**config.mk**
```make
export PLATFORM = sky130hd
export DESIGN_NAME = spi_frame_xcvr
export DESIGN_NICKNAME = d
export VERILOG_FILES = /design/src/rtl/spi_frame_pkg.sv /design/src/rtl/spi_shift_engine.sv /design/src/rtl/spi_reply_check.sv /design/src/rtl/spi_frame_xcvr.sv
export SDC_FILE = /design/constraint.sdc
export NUM_CORES = 1
export LEC_CHECK = 0
export BUFFER_PORTS_ARGS = -buffer_cell sky130_fd_sc_hd__buf_2
export CORE_ASPECT_RATIO = 1.1
export CORE_MARGIN = 2
export CORE_UTILIZATION = 30
export DETAILED_ROUTE_END_ITERATION = 8
export PLACE_DENSITY = 0.51
export REMOVE_ABC_BUFFERS = 1
export SLEW_MARGIN = 0
export SYNTH_ARGS = -nofsm -noshare
export SYNTH_HDL_FRONTEND = slang
export SYNTH_HIERARCHICAL = 1
export SYNTH_SLANG_ARGS = --single-unit
```
**constraint.sdc**
```tcl
create_clock -name clk -period 2.6 [get_ports clk]
set_input_delay 0.26 -clock clk [delete_from_list [all_inputs] [get_ports clk]]
set_output_delay 0.26 -clock clk [all_outputs]
set_load 0.05 [all_outputs]
```
**src/rtl/spi_frame_pkg.sv**
```systemverilog
package spi_frame_pkg;

  localparam int FRAME_W = 16;
  localparam logic [4:0] READ_ADDR = 5'h10;
  localparam logic [7:0] NO_SUB    = 8'hFF;

  typedef enum logic [1:0] {
    RSP_OK       = 2'd0,
    RSP_PARITY   = 2'd1,
    RSP_FRAME    = 2'd2,
    RSP_MISMATCH = 2'd3
  } rsp_status_e;

  // build an outgoing word with odd overall parity
  function automatic logic [FRAME_W-1:0] make_frame(input logic is_rd,
                                                    input logic [4:0] addr,
                                                    input logic [7:0] data);
    logic [FRAME_W-1:0] f;
    f = '0;
    if (is_rd) begin
      f[14:10] = READ_ADDR;
      f[5:1]   = addr;
    end else begin
      f[14:10] = addr;
      f[8:1]   = data;
    end
    f[0] = ~(^f[15:1]);
    return f;
  endfunction

  function automatic logic parity_is_odd(input logic [FRAME_W-1:0] w);
    return ^w;
  endfunction

  // verdict on an answer given the sub-address of the frame before it
  function automatic rsp_status_e judge_reply(input logic [FRAME_W-1:0] rx,
                                              input logic [7:0] prev_sub);
    if (!parity_is_odd(rx))
      return RSP_PARITY;
    if (rx[15])
      return RSP_FRAME;
    if (prev_sub != NO_SUB) begin
      if (!rx[9] || ({3'b000, rx[14:10]} != prev_sub))
        return RSP_MISMATCH;
    end
    return RSP_OK;
  endfunction

endpackage

```
**src/rtl/spi_shift_engine.sv**
```systemverilog
module spi_shift_engine
  import spi_frame_pkg::*;
#(
  parameter int HALF_DIV = 2,
  parameter int GAP_CLKS = 2
) (
  input  logic               clk,
  input  logic               rst,
  input  logic               start,
  input  logic [FRAME_W-1:0] tx_word,
  output logic               busy,
  output logic               done,
  output logic [FRAME_W-1:0] rx_word,
  output logic               sclk,
  output logic               cs_n,
  output logic               mosi,
  input  logic               miso
);

  localparam int DIV_W = (HALF_DIV > 1) ? $clog2(HALF_DIV) : 1;
  localparam int EDGES = 2 * FRAME_W;
  localparam int EW    = $clog2(EDGES + 1);
  localparam int GW    = $clog2(GAP_CLKS + 1);

  typedef enum logic [1:0] {E_IDLE, E_SHIFT, E_GAP} eng_state_e;

  eng_state_e         st_q;
  logic [DIV_W-1:0]   div_q;
  logic [EW-1:0]      edge_q;
  logic [GW-1:0]      gap_q;
  logic [FRAME_W-1:0] tx_sr, rx_sr;
  logic               half_tick;
  logic               rising_evt, falling_evt, last_edge;

  assign half_tick   = (st_q == E_SHIFT) && (div_q == DIV_W'(HALF_DIV - 1));
  assign rising_evt  = half_tick && !edge_q[0];
  assign falling_evt = half_tick &&  edge_q[0];
  assign last_edge   = (edge_q == EW'(EDGES - 1));

  always_ff @(posedge clk) begin
    if (rst) begin
      st_q   <= E_IDLE;
      div_q  <= '0;
      edge_q <= '0;
      gap_q  <= '0;
      tx_sr  <= '0;
      rx_sr  <= '0;
      sclk   <= 1'b0;
      cs_n   <= 1'b1;
      done   <= 1'b0;
    end else begin
      done <= 1'b0;
      case (st_q)
        E_IDLE: if (start) begin
          tx_sr  <= tx_word;
          cs_n   <= 1'b0;
          div_q  <= '0;
          edge_q <= '0;
          st_q   <= E_SHIFT;
        end
        E_SHIFT: begin
          div_q <= half_tick ? '0 : div_q + 1'b1;
          if (rising_evt) begin
            sclk <= 1'b1;
            if (edge_q != '0) tx_sr <= {tx_sr[FRAME_W-2:0], 1'b0};
          end
          if (falling_evt) begin
            sclk  <= 1'b0;
            rx_sr <= {rx_sr[FRAME_W-2:0], miso};
            if (last_edge) begin
              cs_n  <= 1'b1;
              gap_q <= '0;
              st_q  <= E_GAP;
            end
          end
          if (half_tick) edge_q <= edge_q + 1'b1;
        end
        E_GAP: begin
          gap_q <= gap_q + 1'b1;
          if (gap_q == GW'(GAP_CLKS - 1)) begin
            done <= 1'b1;
            st_q <= E_IDLE;
          end
        end
        default: st_q <= E_IDLE;
      endcase
    end
  end

  assign busy    = (st_q != E_IDLE);
  assign mosi    = tx_sr[FRAME_W-1];
  assign rx_word = rx_sr;

endmodule

```
**src/rtl/spi_reply_check.sv**
```systemverilog
module spi_reply_check
  import spi_frame_pkg::*;
#(
  parameter int CNT_W = 8
) (
  input  logic               clk,
  input  logic               rst,
  input  logic               chk_en,
  input  logic [FRAME_W-1:0] rx_word,
  input  logic               frame_is_read,
  input  logic [4:0]         frame_sub,
  output rsp_status_e        verdict,
  output logic [7:0]         prev_sub,
  output logic [CNT_W-1:0]   cnt_parity,
  output logic [CNT_W-1:0]   cnt_frame,
  output logic [CNT_W-1:0]   cnt_mismatch
);

  // verdict uses the sub-address stored by the frame before this one
  assign verdict = judge_reply(rx_word, prev_sub);

  always_ff @(posedge clk) begin
    if (rst) begin
      prev_sub     <= NO_SUB;
      cnt_parity   <= '0;
      cnt_frame    <= '0;
      cnt_mismatch <= '0;
    end else if (chk_en) begin
      prev_sub <= frame_is_read ? {3'b000, frame_sub} : NO_SUB;
      case (verdict)
        RSP_PARITY:   if (cnt_parity   != '1) cnt_parity   <= cnt_parity   + 1'b1;
        RSP_FRAME:    if (cnt_frame    != '1) cnt_frame    <= cnt_frame    + 1'b1;
        RSP_MISMATCH: if (cnt_mismatch != '1) cnt_mismatch <= cnt_mismatch + 1'b1;
        default: ;
      endcase
    end
  end

endmodule

```
**src/rtl/spi_frame_xcvr.sv**
```systemverilog
module spi_frame_xcvr
  import spi_frame_pkg::*;
#(
  parameter int HALF_DIV = 2,
  parameter int GAP_CLKS = 2,
  parameter int CNT_W    = 8
) (
  input  logic             clk,
  input  logic             rst,
  input  logic             req_valid,
  output logic             req_ready,
  input  logic             req_is_read,
  input  logic             req_cont,
  input  logic [4:0]       req_addr,
  input  logic [7:0]       req_data,
  output logic             rsp_valid,
  output logic [15:0]      rsp_data,
  output logic [1:0]       rsp_status,
  output logic             rsp_skipped,
  output logic [CNT_W-1:0] cnt_parity,
  output logic [CNT_W-1:0] cnt_frame,
  output logic [CNT_W-1:0] cnt_mismatch,
  output logic             sclk,
  output logic             cs_n,
  output logic             mosi,
  input  logic             miso
);

  logic               eng_busy, eng_done;
  logic [FRAME_W-1:0] eng_rx;
  logic               accept, skip_req, start_frame;
  logic               cur_read_q, burst_fail_q;
  logic [4:0]         cur_sub_q;
  logic [7:0]         prev_sub;
  rsp_status_e        verdict;

  assign req_ready   = !eng_busy && !eng_done && !rsp_valid;
  assign accept      = req_valid && req_ready;
  assign skip_req    = accept && req_cont && burst_fail_q;
  assign start_frame = accept && !skip_req;

  spi_shift_engine #(.HALF_DIV(HALF_DIV), .GAP_CLKS(GAP_CLKS)) u_eng (
    .clk     (clk),
    .rst     (rst),
    .start   (start_frame),
    .tx_word (make_frame(req_is_read, req_addr, req_data)),
    .busy    (eng_busy),
    .done    (eng_done),
    .rx_word (eng_rx),
    .sclk    (sclk),
    .cs_n    (cs_n),
    .mosi    (mosi),
    .miso    (miso)
  );

  spi_reply_check #(.CNT_W(CNT_W)) u_chk (
    .clk           (clk),
    .rst           (rst),
    .chk_en        (eng_done),
    .rx_word       (eng_rx),
    .frame_is_read (cur_read_q),
    .frame_sub     (cur_sub_q),
    .verdict       (verdict),
    .prev_sub      (prev_sub),
    .cnt_parity    (cnt_parity),
    .cnt_frame     (cnt_frame),
    .cnt_mismatch  (cnt_mismatch)
  );

  always_ff @(posedge clk) begin
    if (rst) begin
      cur_read_q   <= 1'b0;
      cur_sub_q    <= '0;
      burst_fail_q <= 1'b0;
      rsp_valid    <= 1'b0;
      rsp_data     <= '0;
      rsp_status   <= '0;
      rsp_skipped  <= 1'b0;
    end else begin
      rsp_valid <= 1'b0;
      if (accept && !req_cont) burst_fail_q <= 1'b0;
      if (start_frame) begin
        cur_read_q <= req_is_read;
        cur_sub_q  <= req_addr;
      end
      if (skip_req) begin
        rsp_valid   <= 1'b1;
        rsp_data    <= '0;
        rsp_status  <= RSP_OK;
        rsp_skipped <= 1'b1;
      end
      if (eng_done) begin
        rsp_valid   <= 1'b1;
        rsp_data    <= eng_rx;
        rsp_status  <= verdict;
        rsp_skipped <= 1'b0;
        if (verdict != RSP_OK) burst_fail_q <= 1'b1;
      end
    end
  end

endmodule

```
==> key figures <==
Worst setup path
  – Reg2reg start: u_chk/cnt_frame[3]
  – Max FO, Critical Path: 12
  – Startpoint Class: flip-flop
  – WS Path Type: reg -> reg
  – CP endpoint kind: flip-flop
  – Reg2reg setup slack: around 0.32 ns
  – R2R Path End: u_chk/cnt_frame[0]
  – Worst r2r path cells: 6
  – Arrival time at the worst endpoint: 2.52 ns
  – Worst EP required: 2.84 ns

Power
  – Leak pwr: 0.002182 uW
  – Peak supply drop: around 0.28 mV
  – Power Dens Cells: 546.0 nW/um^2

Timing
  – Final Worst Setup Slack: 0.3179 ns
  – F_max: ~0.44 GHz
  – # setup viols final: 0
  – Worst Skew: 0.01003 ns
  – Worst rel slew slack: 23.56%
  – Period utilization: between 80% and 90%
  – RSZ-0062 raised after global routing: false
  – Post-route minimum period: 2.282 ns
  – Worst-Margin Slew: 1.135 ns
  – Final Hold Vio Count: 0
  – Slew Viols, Final: 0
  – Fin Hold WS: around 0.16 ns

Layout
  – Share of cells above drive strength 1: between 20 and 25%
  – Most common cell after layout, fill and taps aside: dfxtp_1
  – Final nets: 667
  – # diodes: 0
  – Final-layout fill cell count: about 1800
  – P&R area growth vs syn: 15.52%
  – Commonest non-fill, non-tap cells in the layout: dfxtp_1 (103), nand2_1 (69), buf_2 (65), a21oi_1 (56), nor2_1 (50)

Global routing
  – Global-route wire length before repair: 19.55 mm
  – Initial antenna violation count: 0
  – Vias in the first global route: 3991
  – Grt total ovfl: 0
  – GRT Resource Usage Total: between 10% and 20%
  – Largest net degree at the start of global routing: 65

Clocking
  – Clock tree buffer depth: 2
  – Setup Buffers After CTS: 0
  – Max H-tree Level: 3
  – Clk Latency, worst-skew pair: around 0.35 ns
  – CTS Sinks: 103
  – Clk root buf: clkbuf_16
  – CTS-repair resized insts: 0
  – CTS tree: yes
  – Clock slew at the register clock pins of the worst setup and hold paths: roughly 0.080 ns
  – Hold Buf Count CTS: 0
  – CTS Buf Count: 9

Hold path
  – Hold endpoint: u_eng/rx_word[0]
  – Hold path startpoint: miso
  – Hold path depth: 3
  – Worst Hold Class: in -> reg

Run
  – Max_cap viols: 0

Synthesis
  – Yosys Warn Count: 6
  – Syn_area_per_cell: slightly below 9 sq um
  – Synthesized cell area: 5161 sq um
  – Post-Syn Instances: 589

Detailed routing
  – ANT nets after route: 0
  – DRC viols: 0
  – 1st-iter DRT viols: 202
  – Drt first pass iters: 4
  – DR vias: 4276
  – Final WL: 11.98 mm
  – Vias per cell: between 4 and 5
  – WL/cell: 13.60 um

Placed design
  – Detail Placement HPWL: between 8 and 9 mm
  – Post-Place Worst Slack: 0.3456 ns
  – Port Buffers: 66
  – GP Congestion: 0.7976

Die
  – Number of placement rows: 50
  – Chip width: 129.1 um
  – Die area: between 15000 and 20000 sq um
  – Io pins: 67
  – Die H: 141.6 um
  – Initial cell density of the core: 30.44%
  – Core Area: roughly 17000 sq um

Status
  – Status: completed
[worst max-delay path: stages (launching register included)]
cell     delay (ns)
dfxtp_1        0.41
nand3_1        0.13
nor2_1         0.15
nand2_1        0.08
o21ai_0        0.88
nor3b_1        0.19
mux2_2         0.32
[metrics by stage]
stage | cells | TNS, ns | total power, uW | cell area, sq um | utilization [%]
after floorplan | 552 | -0.009929 | 1886 | 4947 | -
after global placement | 865 | 0 | 1987 | 5678 | 33.49
after detailed placement | 865 | 0 | 1995 | 5678 | 33.49
after CTS | 881 | 0 | 3311 | 5962 | 35.17
after global routing | 881 | 0 | 3404 | 5962 | 35.17
final | 881 | 0 | 3255 | 5962 | 35.17
[area by class of cell]
type | count | area, sq um | area share (%)
multi-input combinational | 440 | 2859 | 47.95
sequential | 103 | 2062 | 34.59
timing repair buffer | 79 | 430.4 | 7.219
tap | 234 | 292.8 | 4.911
clock buffer | 10 | 239.0 | 4.008
clock inverter | 6 | 45.04 | 0.7555
inverter | 9 | 33.78 | 0.5666
[worst max path at each step]
| stage | start | end | slack [ns] | depth (start not counted) |
|---|---|---|---|---|
| floorplan | u_eng/rx_word[10] | u_chk/cnt_parity[2] | -0.01 | 6 |
| global placement | u_eng/rx_word[15] | burst_fail_q | 0.38 | 7 |
| detailed placement | u_eng/rx_word[15] | u_chk/cnt_frame[0] | 0.35 | 7 |
| CTS | u_eng/rx_word[15] | burst_fail_q | 0.32 | 7 |
| global route | u_eng/rx_word[15] | burst_fail_q | 0.13 | 7 |
| finish | u_chk/cnt_frame[3] | u_chk/cnt_frame[0] | 0.32 | 6 |
[report_power, final]
part / switching (uW) / internal [uW]
combinational: 180 / 135
clock: 623 / 679
sequential: 24.5 / 1610
total: 827 / 2430
[flip-flops by register name (all words and copies together) (netlist names), 5 cells and up]
name,count
cur_sub_q,5
rsp_data,16
u_chk/cnt_frame,8
u_chk/cnt_mismatch,8
u_chk/cnt_parity,8
u_chk/prev_sub,6
u_eng/edge_q,6
u_eng/rx_word,16
u_eng/tx_sr,16
[layer usage]
layer  up-vias  global-route usage (%)  part of all wire (%)
met5         -                       0                     0
met3        14                   2.979                   3.4
li1       2158                       -                     -
met2        95                   23.00                    49
met4         0                   3.833                   1.1
met1      2009                   16.39                    46
Power figures use the tool's default switching activity.
